**config.mk**
```make
export PLATFORM = sky130hd
export DESIGN_NAME = toggle_poll_ctrl
export DESIGN_NICKNAME = d
export VERILOG_FILES = /design/src/rtl/tp_pkg.sv /design/src/rtl/tp_bit_tap.sv /design/src/rtl/tp_pair_latch.sv /design/src/rtl/tp_poll_fsm.sv /design/src/rtl/toggle_poll_ctrl.sv
export SDC_FILE = /design/constraint.sdc
export NUM_CORES = 1
export LEC_CHECK = 0
export BUFFER_PORTS_ARGS = -buffer_cell sky130_fd_sc_hd__buf_4
export CAP_MARGIN = 20
export CORE_AREA = 2 2 39 41
export DETAILED_ROUTE_END_ITERATION = 8
export DIE_AREA = 0 0 41 43
export GPL_TIMING_DRIVEN = 0
export PLACE_DENSITY_LB_ADDON = 0.1
export RECOVER_POWER = 50
export SYNTH_ARGS = -nofsm -noshare
export SYNTH_HDL_FRONTEND = slang
export SYNTH_SLANG_ARGS = --single-unit
```
**constraint.sdc**
```tcl
create_clock -name clk -period 2.6 [get_ports clk]
set_clock_uncertainty 0.05 [all_clocks]
set_input_delay 0.52 -clock clk [delete_from_list [all_inputs] [get_ports clk]]
set_output_delay 0.52 -clock clk [all_outputs]
set_load 0.005 [all_outputs]
```
**src/rtl/tp_pkg.sv**
```systemverilog
package tp_pkg;
   typedef enum logic [2:0] {
      ST_IDLE   = 3'd0,
      ST_PAIR_A = 3'd1,
      ST_PAIR_B = 3'd2,
      ST_CONF_A = 3'd3,
      ST_CONF_B = 3'd4
   } tp_state_e;
endpackage

```
**src/rtl/tp_bit_tap.sv**
```systemverilog
module tp_bit_tap #(
   parameter int DATA_W  = 8,
   parameter int TOG_IDX = 6,
   parameter int TMO_IDX = 5
) (
   input  logic [DATA_W-1:0] data_i,
   output logic              tog_o,
   output logic              tmo_o
);
   logic [DATA_W-1:0] tog_terms;
   logic [DATA_W-1:0] tmo_terms;

   for (genvar i = 0; i < DATA_W; i++) begin : g_bit
      assign tog_terms[i] = (i == TOG_IDX) ? data_i[i] : 1'b0;
      assign tmo_terms[i] = (i == TMO_IDX) ? data_i[i] : 1'b0;
   end

   assign tog_o = |tog_terms;
   assign tmo_o = |tmo_terms;
endmodule

```
**src/rtl/tp_pair_latch.sv**
```systemverilog
module tp_pair_latch (
   input  logic clk,
   input  logic rst_n,
   input  logic load_i,
   input  logic bit_i,
   output logic first_o
);
   always_ff @(posedge clk or negedge rst_n) begin
      if (!rst_n)      first_o <= 1'b0;
      else if (load_i) first_o <= bit_i;
   end

   AST_HOLD_FIRST: assert property (@(posedge clk) disable iff (!rst_n)
      !load_i |=> $stable(first_o));
endmodule

```
**src/rtl/tp_poll_fsm.sv**
```systemverilog
module tp_poll_fsm
   import tp_pkg::*;
(
   input  logic clk,
   input  logic rst_n,
   input  logic start_i,
   input  logic rd_valid_i,
   input  logic tog_i,
   input  logic tmo_i,
   input  logic first_i,
   output logic load_first_o,
   output logic rd_req_o,
   output logic busy_o,
   output logic done_ok_o,
   output logic done_fail_o
);
   tp_state_e st_q, st_d;
   logic      ok_d, fail_d;
   logic      hit;
   logic      differs;

   assign hit     = rd_valid_i && (st_q != ST_IDLE);
   assign differs = first_i ^ tog_i;

   always_comb begin
      st_d   = st_q;
      ok_d   = 1'b0;
      fail_d = 1'b0;
      unique case (st_q)
         ST_IDLE:   if (start_i) st_d = ST_PAIR_A;
         ST_PAIR_A: if (hit) st_d = ST_PAIR_B;
         ST_PAIR_B: if (hit) begin
            if (!differs) begin
               st_d = ST_IDLE;
               ok_d = 1'b1;
            end else if (tmo_i) begin
               st_d = ST_CONF_A;
            end else begin
               st_d = ST_PAIR_A;
            end
         end
         ST_CONF_A: if (hit) st_d = ST_CONF_B;
         ST_CONF_B: if (hit) begin
            st_d   = ST_IDLE;
            ok_d   = !differs;
            fail_d = differs;
         end
         default:   st_d = ST_IDLE;
      endcase
   end

   always_ff @(posedge clk or negedge rst_n) begin
      if (!rst_n) begin
         st_q        <= ST_IDLE;
         done_ok_o   <= 1'b0;
         done_fail_o <= 1'b0;
      end else begin
         st_q        <= st_d;
         done_ok_o   <= ok_d;
         done_fail_o <= fail_d;
      end
   end

   assign load_first_o = hit && ((st_q == ST_PAIR_A) || (st_q == ST_CONF_A));
   assign rd_req_o     = (st_q != ST_IDLE);
   assign busy_o       = (st_q != ST_IDLE);

   AST_FAIL_AFTER_CONFIRM: assert property (@(posedge clk) disable iff (!rst_n)
      done_fail_o |-> $past(st_q == ST_CONF_B));
   AST_CONFIRM_ON_TIMEOUT: assert property (@(posedge clk) disable iff (!rst_n)
      (st_q == ST_PAIR_B && hit && differs && tmo_i) |=> (st_q == ST_CONF_A));
   AST_LOOP_ON_NO_TIMEOUT: assert property (@(posedge clk) disable iff (!rst_n)
      (st_q == ST_PAIR_B && hit && differs && !tmo_i) |=> (st_q == ST_PAIR_A && !done_ok_o));
endmodule

```
**src/rtl/toggle_poll_ctrl.sv**
```systemverilog
module toggle_poll_ctrl #(
   parameter int                DATA_W         = 8,
   parameter int                ADDR_W         = 16,
   parameter logic [ADDR_W-1:0] STATUS_ADDR    = '0,
   parameter bit                USE_SECTOR_BIT = 1'b0
) (
   input  logic              clk,
   input  logic              rst_n,
   input  logic              start,
   output logic              rd_req,
   output logic [ADDR_W-1:0] rd_addr,
   input  logic              rd_valid,
   input  logic [DATA_W-1:0] rd_data,
   output logic              busy,
   output logic              done_ok,
   output logic              done_fail
);
   localparam int TMO_IDX = 5;
   localparam int TOG_IDX = USE_SECTOR_BIT ? 2 : 6;

   if (DATA_W < 8) begin : g_bad_width
      $error("toggle_poll_ctrl: DATA_W must be at least 8");
   end
   if (ADDR_W < 1) begin : g_bad_addr
      $error("toggle_poll_ctrl: ADDR_W must be positive");
   end

   logic tog, tmo, first_bit, load_first;

   tp_bit_tap #(
      .DATA_W (DATA_W),
      .TOG_IDX(TOG_IDX),
      .TMO_IDX(TMO_IDX)
   ) u_tap (
      .data_i(rd_data),
      .tog_o (tog),
      .tmo_o (tmo)
   );

   tp_pair_latch u_latch (
      .clk    (clk),
      .rst_n  (rst_n),
      .load_i (load_first),
      .bit_i  (tog),
      .first_o(first_bit)
   );

   tp_poll_fsm u_fsm (
      .clk         (clk),
      .rst_n       (rst_n),
      .start_i     (start),
      .rd_valid_i  (rd_valid),
      .tog_i       (tog),
      .tmo_i       (tmo),
      .first_i     (first_bit),
      .load_first_o(load_first),
      .rd_req_o    (rd_req),
      .busy_o      (busy),
      .done_ok_o   (done_ok),
      .done_fail_o (done_fail)
   );

   assign rd_addr = STATUS_ADDR;

   AST_START_TAKES: assert property (@(posedge clk) disable iff (!rst_n)
      (start && !busy) |=> (busy && rd_req));
   AST_ONE_RESULT: assert property (@(posedge clk) disable iff (!rst_n)
      !(done_ok && done_fail));
   AST_OK_PULSE: assert property (@(posedge clk) disable iff (!rst_n)
      done_ok |=> !done_ok);
   AST_FAIL_PULSE: assert property (@(posedge clk) disable iff (!rst_n)
      done_fail |=> !done_fail);
   AST_RESULT_IDLE: assert property (@(posedge clk) disable iff (!rst_n)
      (done_ok || done_fail) |-> !busy);
   AST_RESULT_AFTER_READ: assert property (@(posedge clk) disable iff (!rst_n)
      (done_ok || done_fail) |-> $past(rd_req && rd_valid));
   AST_START_IGNORED: assert property (@(posedge clk) disable iff (!rst_n)
      (busy && start && !rd_valid) |=> busy);
endmodule

```
== Word-level counts from Yosys, hierarchy flattened ==
Cells that the tools add are included.

* Reductions and logical operators: 7
* Multiplexer cells: 14
* Eq/ne operators: 9
* Bitwise logic cells: 1

{| class="wikitable"
|+ Operators by type and width
! cell !! number
|-
| 3-bit 2-to-1 mux || 6
|-
| 3-bit one-hot mux with 5 select lines || 1
|-
| 2-bit by 1-bit != test with 1-bit output (second input constant) || 4
|-
| 3-bit by 2-bit equality test with 1-bit output (second input constant) || 2
|-
| 1-bit 2-to-1 mux || 5
|-
| 5-bit AND reduction || 1
|-
| 3-bit by 1-bit equality test with 1-bit output (second input constant) || 1
|-
| 3-bit equality test (second input constant) || 1
|-
| 3-bit zero test || 1
|-
| 3-bit nonzero test || 1
|-
| 1-bit logical AND || 2
|-
| 2-bit 2-to-1 mux || 1
|-
| 2-bit != test (second input constant) || 1
|-
| 1-bit one-hot mux with 2 select lines || 1
|-
| 1-bit zero test || 1
|-
| 1-bit logical OR || 1
|-
| 1-bit bitwise XOR || 1
|}

* Output and inout bits: 20
* Input bits: 12
* Logic and storage cells: 35
* Register bits after elaboration: 6

== Longest topological paths before layout ==
Gate-level depths: netlist (run 1).

* Depth in word-level cells: 4
* Mapped depth: 4
* Gate-level depth less buffers: 3

== By module ==
A second synthesis (run 1) with hierarchy kept.

* Cell total of the unflattened synthesis: 46
* Area, all modules: 455.4 um^2

{| class="wikitable"
|+ By module, submodules not included
! module !! area each (um^2) !! times used !! sequential area each (um^2) !! cells each
|-
| tp_poll_fsm || 276.5 || 1 || 125.1 || 25
|-
| toggle_poll_ctrl || 123.9 || 1 || 0.0 || 17
|-
| tp_pair_latch || 40.0 || 1 || 25.0 || 2
|-
| tp_bit_tap || 15.0 || 1 || 0.0 || 2
|}

== Least setup slack after synthesis (run 1) ==
OpenSTA, ideal clock, no wires.

* Path kind: register -> output
* Start point: register u_fsm.st_q[1]
* End point: output rd_req
* Cell stages (with the launch flop): 4
* Data arrival time: 1100 ps
* Data required time: 2030 ps
* Path buffers: 2
* Slack: 930 ps
* Cells stage by stage: dfrtp_1 > buf_4 > or3_2 > buf_4

* Longest elaborated chain between the ends: 1

{| class="wikitable"
|+ Ends and longest elaborated chain
! what !! line !! RTL
|-
| start, declared || tp_poll_fsm.sv:17 || <nowiki>tp_state_e st_q, st_d;</nowiki>
|-
| start signal, assigned || tp_poll_fsm.sv:58 || <nowiki>st_q <= st_d;</nowiki>
|-
| 3-bit nonzero test || -- ||
|-
| end, declared || toggle_poll_ctrl.sv:10 || <nowiki>output logic rd_req,</nowiki>
|}

No other way between the ends.

== Final worst setup path (run 1) ==
* Start point: register u_fsm.st_q[1]
* End point: output rd_req

* Longest elaborated chain between the ends: 1

{| class="wikitable"
|+ Ends and longest elaborated chain
! what !! line !! RTL
|-
| 3-bit nonzero test || tp_poll_fsm.sv:65 || <nowiki>assign rd_req_o = (st_q != ST_IDLE);</nowiki>
|}

No other way between the ends.

==> key figures, run 1 <==
Clock network
  • Hold_buf cts: 0
  • Post_cts resized: 0
  • Clock Tree Buf Depth: 2
  • Root buf cell: clkbuf_4
  • CTS tree: built
  • Num Clock Sinks: 6
  • Max H-tree Level: 1
  • Clock transition at path regs: 0.05 ns
  • Clock Latency Late Sink: ~0.24 ns
  • Post-CTS setup buffers: 0
  • Total clock buffers created by CTS: 3

Placed design
  • Routability cong.: between 0.6 and 0.7
  • Placed Cells: 84
  • Detailed placement HPWL: 542 um
  • Pre-CTS setup slack: approximately 0.8 ns
  • Port bufs: 9

Setup path
  • Critical Path Sink Type: output port
  • Worst stage delay on the critical path: about 0.46 ns
  • CP Launch Type: flip-flop
  • Worst R2R Start: u_fsm.st_q[0]
  • Crit path max-delay family: simple AND/OR/NAND/NOR gates
  • CP Max Fanout: 7
  • CP Cell Sequence: buf_4 -> or3_2 -> buf_4 -> buf_4
  • CP Class: reg2out
  • Most used cell along the critical path: buf_4
  • Crit path DAT: between 1 and 1.5 ns
  • Critical Path Slowest Stage Cell: or3_2
  • Critical Path RT: about 2 ns
  • Reg2reg end: u_latch.first_o
  • Worst r2r path cells: 3
  • Reg2reg setup slack: between 1 and 1.5 ns
  • Critical path buffer and inverter count: 3

Synth
  • Post-Syn Instances: 44
  • Synthesized area: approximately 430 um^2
  • Synth Area per Inst: ~9.7 um^2
  • Yosys top cell area share: about a third
  • Distinct cell type count of the synthesized netlist: 16
  • Post-synth top area cell: dfrtp_1
  • Seq cells post-synth: 6
  • Post-synthesis sequential area ratio: a little over a third
  • Synth Warn #: 0
  • Area contributors post-synth: dfrtp_1 (35%), buf_4 (32%), mux2_2 (5.3%)

Floorplan
  • Rows: 14
  • Initial Util: approximately 31%
  • IO Pins: 32
  • Die area: 1760 um^2
  • Die Width: ~41 um
  • Chip height: between 40 and 50 um
  • Core Region: roughly 1400 um^2

STA
  • Final worst path period share: between 70% and 80%
  • FMAX: 490 MHz
  • Final setup margin: 0.558 ns
  • RSZ-0062 raised after global routing: false
  • Clock period minus worst slack: roughly 2.0 ns
  • Setup violations, final: 0
  • Final hold viol count: 0
  • Max-slew violation count: 0
  • Setup TNS: 0 ns

Pwr
  • Clock power share: between 10% and 20%
  • NetSw: about 0.15 mW
  • Internal power: around 0.30 mW
  • Reg power frac: between 30% and 40%
  • Leak Pwr: about 0.32 nW
  • Combinational power share: approximately 47%
  • Pwr dens: ~780 nW/um^2
  • Switching share of total power: between 30% and 40%
  • VDD IR max: 513 uV

Detailed routing
  • Pre-Repair DR Iteration Count: 4
  • Antenna-violating nets left: 0
  • Drt via density: ~3.7
  • Vias: approximately 320
  • WL/cell: about 7.5 um
  • Drc violations: 0
  • DRT iter0 DRCs: 9
  • Drt total wl: 655 um

Hold path
  • Worst hold-check path type: in2async

Global routing
  • Total track usage: under 10%
  • Antenna violations before repair: 0
  • Grt total ovfl: 0
  • Largest net degree at the start of global routing: 8
  • First-pass GRT wire length: ~990 um
  • Vias in the first global route: 230

Cells and area
  • Fillcell total: 146
  • Post-Layout Cell Count: 87
  • Register Area: 150 um^2
  • Multi-input logic area: 186 um^2
  • Fin util: between 40% and 50%
  • Layout cell share with drive strength beyond 1: between 40% and 50%
  • # diodes: 0
  • Area grow syn2layout: 36.4%
  • NumNets Final: 85

Outcome
  • Status: finished clean

Flow run
  • Max_cap viols: 0
## state kept, by name, indices dropped and copies added (netlist names)
signal,count
u_fsm.done_fail_o,1
u_fsm.done_ok_o,1
u_fsm.st_q,3
u_latch.first_o,1
## final cells by class
cell class | instances | area share (%)
plain buffers | 18 | 23.2
clock buffers | 3 | 3.87
inverters | 1 | 0.645
multi-input cells | 34 | 32.0
flip-flops and latches | 6 | 25.8
well taps | 16 | 3.44
repair buffers | 9 | 11.0
## placed cells by master (no fill, tap or decap)
| cell | count |
|---|---|
| nor4b_1 | 1 |
| a221oi_2 | 1 |
| xor2_1 | 1 |
| dfrtp_1 | 6 |
| mux2_2 | 2 |
| nand4b_1 | 1 |
| buf_4 | 26 |
| nand3_1 | 1 |
| conb_1 | 16 |
| nand2_1 | 3 |
| or3_2 | 1 |
| xnor2_1 | 1 |
| inv_2 | 1 |
| clkbuf_1 | 1 |
| nor2_1 | 3 |
| o2bb2ai_1 | 1 |
| a21oi_1 | 2 |
| clkbuf_4 | 3 |
## routing by layer
metal	up-vias	global-route usage [%]	wire [um]	part of all wire, %
met3	0	9.42	72	11
met2	15	10.9	337	51
met1	137	10.6	244	37
met4	0	2.00	0	0
met5	-	0	0	0
li1	167	-	-	-
## power by group through the flow
stage	Combinational, mW	Sequential, mW	Clock, mW
finish	0.212	0.155	0.0860
global route	0.232	0.159	0.0992
CTS	0.215	0.157	0.0918
detailed placement	0.215	0.159	0
global placement	0.215	0.159	0
floorplan	0.157	0.153	0
## worst max path at each step
stage / startpoint / to / slack, ns / cells past startpoint
6_report: u_fsm.st_q[1] / rd_req / 0.56 / 4
4_1_cts: u_fsm.st_q[1] / rd_req / 0.55 / 4
3_5_place_dp: u_fsm.st_q[1] / rd_req / 0.82 / 4
3_3_place_gp: u_fsm.st_q[1] / rd_req / 0.82 / 4
2_1_floorplan: u_fsm.st_q[1] / rd_req / 0.93 / 3
5_1_grt: u_fsm.st_q[0] / rd_req / 0.50 / 3
## kinds of logic after synthesis
logic type,count (synthesis),share of synthesized area (%)
buffers and inverters,19,32.6
and+or+nand+nor,10,12.3
DFF,6,35.2
AOI/OAI and AO/OA,4,7.92
xor gates and xnor gates,2,5.87
muxes,2,5.28
other,1,0.879
## metrics by stage
step	power [mW]	hold WS, ns	area, um^2
floorplan	0.309	0.174	483
global placement	0.373	0.283	571
detailed placement	0.374	0.282	571
CTS	0.464	0.0159	593
global route	0.490	0.103	582
finish	0.453	0.0900	582
## synthesized netlist by cell type
| master | instances |
|---|---|
| nand4b_1 | 1 |
| buf_4 | 18 |
| or3_2 | 1 |
| a221oi_2 | 1 |
| xnor2_1 | 1 |
| nor4b_1 | 1 |
| nand2_1 | 3 |
| inv_2 | 1 |
| dfrtp_1 | 6 |
| nor2_1 | 3 |
| a21oi_1 | 2 |
| mux2_2 | 2 |
| o2bb2ai_1 | 1 |
| conb_1 | 1 |
| nand3_1 | 1 |
| xor2_2 | 1 |
Note: power is estimated with default switching activity, not from simulation.
==> run 2, diff against run 1 <==
clock period = 1.8 ns   (was 2.6 ns; I/O delays follow)
==> run 2 against run 1 <==
Clock power rose by 47%. Critical path depth shrank 1. Die area did not move. Sequential share of layout area decreased by 0.91 points. Clock-buffer cell count unchanged. Non-clock buffer count rose by 2. Routed wire length increased by 6.1%. Largest power group unchanged. Highest routed layer unchanged.
==> key figures, run 2 (synthesized netlist as in run 1, its figures left out) <==
Outcome
  • Status: finished clean

Global routing
  • First-pass GRT wire length: 986 um (unchanged)
  • Grt total ovfl: 0 (unchanged)
  • Antenna violations before repair: 0 (unchanged)
  • Vias in the first global route: 230 (unchanged)
  • Total track usage: 8.91% (unchanged)
  • Largest net degree at the start of global routing: 8 (unchanged)

Detailed routing
  • Top Layer Used: met3
  • DRT iter0 DRCs: 3 (-6)
  • Pre-Repair DR Iteration Count: 2 (-2)
  • Met2 WL: 345 um (+2.4%)
  • Antenna-violating nets left: 0 (unchanged)
  • DR WL met3: 69 um (-4.2%)
  • Length of routed wiring on met1: 280 um (+15%)
  • Drt via density: 3.63 (-1.0%)
  • Drc violations: 0 (unchanged)
  • WL/cell: 7.81 um (+3.7%)
  • Drt total wl: 695 um (+6.1%)
  • Vias: 323 (+1.3%)

STA
  • Setup violations, final: 0 (unchanged)
  • Hold slack: 0.294 ns (+0.204 ns)
  • Final hold viol count: 0 (unchanged)
  • RSZ-0062 raised after global routing: false
  • Final worst path period share: between 90% and 100%
  • Clock period minus worst slack: ~1.7 ns
  • Max-slew violation count: 0 (unchanged)
  • FMAX: 573 MHz
  • Setup TNS: 0 ns (unchanged)

Cells and area
  • Reg with most FFs: u_fsm.st_q
  • Layout cell share with drive strength beyond 1: 52.1% (+4.2 points)
  • Area grow syn2layout: 43.7%
  • Multi-input logic area: 198 um^2 (+6.0%)
  • Register Area: 153 um^2 (+1.7%)
  • Commonest non-fill, non-tap cells in the layout: buf_4 (26), conb_1 (16), clkbuf_4 (4), dfrtp_1 (4)
  • NumNets Final: 87 (+2.4%)
  • # diodes: 0 (unchanged)
  • Commonest non-fill, non-tap cell in the layout: buf_4
  • Fillcell total: 148 (+1.4%)
  • Max reg flops: 3 (unchanged)

Setup path
  • CP Launch Type: flip-flop
  • Crit path max-delay family: flip-flops
  • Worst r2r path cells: 4 (+1)
  • Critical Path RT: 1.39 ns (-0.64 ns)
  • Critical path origin: u_fsm.st_q[1]
  • Reg2reg end: u_latch.first_o
  • Worst R2R Start: u_fsm.st_q[0]
  • Reg2reg setup slack: 0.57 ns (-0.80 ns)
  • Most used cell along the critical path: buf_4
  • Critical path buffer and inverter count: 2 (-1)
  • CP Max Fanout: 7 (unchanged)
  • Critical Path Sink Type: output port
  • Crit path DAT: 1.33 ns (-0.14 ns)
  • Crit path depth: 3 (-1)
  • CP Class: reg2out
  • Worst stage delay on the critical path: 0.45 ns (about the same)
  • Critical Path Slowest Stage Cell: dfrtp_2
  • CP Cell Sequence: or3_4 -> buf_4 -> buf_4
  • CP endpoint: rd_req

Clock network
  • Clock transition at path regs: 0.05 ns (about the same)
  • Max H-tree Level: 1 (unchanged)
  • Root buf cell: clkbuf_4
  • CTS tree: built
  • Total clock buffers created by CTS: 3 (unchanged)
  • Num Clock Sinks: 6 (unchanged)
  • Clock Latency Late Sink: 0.25 ns (about the same)
  • Clock Tree Buf Depth: 2 (unchanged)

Floorplan
  • IO Pins: 32 (unchanged)
  • Initial Util: 30.8% (unchanged)
  • Die area: 1760 um^2 (unchanged)
  • Rows: 14 (unchanged)
  • Die Width: 41 um (unchanged)
  • Chip height: 43 um (unchanged)
  • Core Region: 1380 um^2 (unchanged)

Placed design
  • Detailed placement HPWL: 542 um (unchanged)
  • Port bufs: 9 (unchanged)
  • Routability cong.: 0.666 (unchanged)

Pwr
  • Leak Pwr: 0.328 nW (+2.5%)
  • Pwr dens: 1140 nW/um^2 (+47%)
  • VDD IR max: 792 uV (+54%)

Hold path
  • Worst hold-check path type: in2reg

Flow run
  • Max_cap viols: 0 (unchanged)
[run 2: through the flow]
step	power, mW	worst slack (ns)	std cells	utilization (%)	cell area [um^2]
2_1_floorplan	0.447	0.290	59	-	483
3_3_place_gp	0.539	0.179	84	41.2	571
3_5_place_dp	0.540	0.177	84	41.2	571
4_1_cts	0.683	0.0102	88	43.9	607
5_1_grt	0.753	0.0164	89	44.3	613
6_report	0.700	0.0557	89	44.3	613
[run 2: worst min-delay path by stage]
stage | startpoint | endpoint | depth (start not counted) | slack (ns)
6_report | rd_valid | u_fsm.st_q[0] | 2 | 0.29
5_1_grt | rd_valid | u_fsm.st_q[0] | 2 | 0.29
4_1_cts | rd_valid | u_fsm.st_q[0] | 2 | 0.29
3_5_place_dp | rst_n | u_fsm.st_q[0] | 1 | 0.12
3_3_place_gp | rst_n | u_fsm.st_q[0] | 1 | 0.12
2_1_floorplan | rst_n | u_fsm.done_fail_o | 0 | 0.01
[run 2: where the power goes]
group / internal (mW) / switching, mW
combinational: 0.210 / 0.119
sequential: 0.185 / 0.0601
clock: 0.0755 / 0.0502
[run 2: worst reg2reg max path, delay by kind of cell (launching register included)]
kind | cells | cell delay (ns)
muxes | 1 | 0.35
DFF | 1 | 0.39
and+or+nand+nor | 2 | 0.20
buffers and inverters | 1 | 0.13
[run 2: area by class of cell]
cell class / instances / area share, %
inverter: 1 / 0.612
buffer: 17 / 20.8
multi-input combinational: 34 / 32.2
timing repair buffer: 12 / 14.5
sequential: 6 / 24.9
clock buffer: 3 / 3.67
tap: 16 / 3.27
[run 2: routing by layer]
layer | vias to the layer above | GRT usage, %
li1 | 170 | -
met1 | 141 | 10.6
met2 | 12 | 10.9
met3 | 0 | 9.42
met4 | 0 | 2.00
met5 | - | 0
[run 2: timing repair]
action | 4_1_cts | 5_1_grt
setup endpoints to repair | 1 | 1
buffers inserted | 0 | 2
hold buffers | 1 | 0
hold endpoints to repair | 6 | 0
resized for setup | 1 | 2
==> run 3, diff against run 2 <==
clock period = 2 ns   (was 1.8 ns; I/O delays follow)
==> run 3 against run 2 <==
Setup slack better by 0.023 ns. Critical path depth grew 1. Clock power down 11%. Core utilization fell by 1.5 points. Critical path type unchanged.
==> key figures, run 3 (synthesized netlist as in run 1, its figures left out) <==
Outcome
  • Status: finished clean

Clock network
  • Post-CTS setup buffers: 0 (unchanged)
  • Clock Latency Late Sink: 0.24 ns (about the same)
  • Clock Tree Buf Depth: 2 (unchanged)
  • Total clock buffers created by CTS: 3 (unchanged)
  • Root buf cell: clkbuf_4
  • Hold_buf cts: 1 (unchanged)
  • Post_cts resized: 0 (-1)
  • CTS tree: built
  • Max H-tree Level: 1 (unchanged)
  • Clock transition at path regs: 0.05 ns (about the same)
  • Num Clock Sinks: 6 (unchanged)

Detailed routing
  • Antenna-violating nets left: 0 (unchanged)
  • WL/cell: 7.53 um (-3.5%)
  • Drc violations: 0 (unchanged)
  • Drt via density: 3.66 (+0.82%)
  • Drt total wl: 663 um (-4.6%)
  • Vias: 322 (-0.31%)
  • Pre-Repair DR Iteration Count: 4 (+2)
  • DRT iter0 DRCs: 9 (+6)

Cells and area
  • Max reg flops: 3 (unchanged)
  • Post-Layout Cell Count: 88 (-1.1%)
  • Commonest non-fill, non-tap cells in the layout: buf_4 (26), conb_1 (16), dfrtp_1 (6)
  • Register Area: 150 um^2 (-1.6%)
  • Fillcell total: 145 (-2.0%)
  • Commonest non-fill, non-tap cell in the layout: buf_4
  • Reg with most FFs: u_fsm.st_q
  • Area grow syn2layout: 38.7%
  • # diodes: 0 (unchanged)
  • Multi-input logic area: 186 um^2 (-5.7%)
  • NumNets Final: 86 (-1.1%)
  • Final Cell Area: 592 um^2 (-3.5%)
  • Layout cell share with drive strength beyond 1: 47.2% (-4.8 points)

Pwr
  • VDD IR max: 667 uV (-16%)
  • Total Power: 0.590 mW (-16%)
  • Leak Pwr: 0.324 nW (-1.2%)
  • Pwr dens: 997 nW/um^2 (-13%)

Floorplan
  • Die area: 1760 um^2 (unchanged)
  • Initial Util: 30.8% (unchanged)
  • IO Pins: 32 (unchanged)
  • Die Width: 41 um (unchanged)
  • Chip height: 43 um (unchanged)
  • Rows: 14 (unchanged)
  • Core Region: 1380 um^2 (unchanged)

Setup path
  • CP Cell Sequence: buf_4 -> or3_2 -> buf_4 -> buf_4
  • CP Class: reg2out
  • CP Max Fanout: 7 (unchanged)
  • Critical Path Sink Type: output port
  • Crit path max-delay family: simple AND/OR/NAND/NOR gates
  • Crit path DAT: 1.47 ns (+0.14 ns)
  • Crit path depth: 4 (+1)
  • CP Launch Type: flip-flop
  • Most used cell along the critical path: buf_4
  • Critical Path RT: 1.55 ns (+0.16 ns)
  • Critical path buffer and inverter count: 3 (+1)
  • Worst r2r path cells: 3 (-1)
  • Critical Path Slowest Stage Cell: or3_2
  • Worst stage delay on the critical path: 0.46 ns (about the same)

STA
  • RSZ-0062 raised after global routing: false
  • Max-slew violation count: 0 (unchanged)
  • Setup TNS: 0 ns (unchanged)
  • Setup violations, final: 0 (unchanged)
  • FMAX: 520 MHz
  • Final hold viol count: 0 (unchanged)
  • Final worst path period share: around 96%
  • Clock period minus worst slack: between 1.5 and 2 ns
  • Final setup margin: 0.0785 ns (+0.0228 ns)

Hold path
  • WHS Path Cells: 2 (unchanged)
  • Worst hold-check path type: in2reg

Flow run
  • Max_cap viols: 0 (unchanged)

Global routing
  • Total track usage: 8.91% (unchanged)
  • Vias in the first global route: 230 (unchanged)
  • First-pass GRT wire length: 986 um (unchanged)
  • Grt total ovfl: 0 (unchanged)
  • Largest net degree at the start of global routing: 8 (unchanged)
  • Antenna violations before repair: 0 (unchanged)

Placed design
  • Dpl cell area: 571 um^2 (unchanged)
  • Detailed placement HPWL: 542 um (unchanged)
  • Port bufs: 9 (unchanged)
  • Placed Cells: 84 (unchanged)
  • Routability cong.: 0.666 (unchanged)
  • Pre-CTS setup slack: 0.337 ns (+0.160 ns)
run 3: metal layers:
metal / GRT usage (%) / wire length [um] / up-vias
li1: - / - / 169
met1: 10.6 / 246 / 138
met2: 10.9 / 340 / 15
met3: 9.42 / 76 / 0
met4: 2.00 / 0 / 0
met5: 0 / 0 / -
run 3: final timing paths:
kind                            startpoint              end  slack [ns]
max                          u_fsm.st_q[1]           rd_req        0.08
min                               rd_valid    u_fsm.st_q[0]        0.34
max reg2reg                  u_fsm.st_q[0]  u_latch.first_o        0.77
min reg2reg                u_latch.first_o  u_latch.first_o        0.48
max in group asynchronous            rst_n  u_latch.first_o        1.15
min in group asynchronous            rst_n  u_fsm.done_ok_o        0.51
run 3: power by group:
group / internal [mW] / total, mW / leakage, nW / switching [mW]
logic: 0.165 / 0.277 / 0.233 / 0.112
registers: 0.162 / 0.202 / 0.0774 / 0.0397
clock network: 0.0679 / 0.112 / 0.0138 / 0.0439
run 3: final cells by class:
class,instances,share of cell area (%)
sequential,6,25.4
multi-input combinational,34,31.5
buffer,18,22.8
tap,16,3.38
inverter,1,0.634
clock buffer,3,3.81
timing repair buffer,10,12.5
run 3: per-stage QoR:
| stage | hold WS, ns | util, % |
|---|---|---|
| 6_report | 0.338 | 42.8 |
| 5_1_grt | 0.334 | 42.8 |
| 4_1_cts | 0.327 | 43.6 |
| 3_5_place_dp | 0.162 | 41.2 |
| 3_3_place_gp | 0.163 | 41.2 |
| 2_1_floorplan | 0.0544 | - |
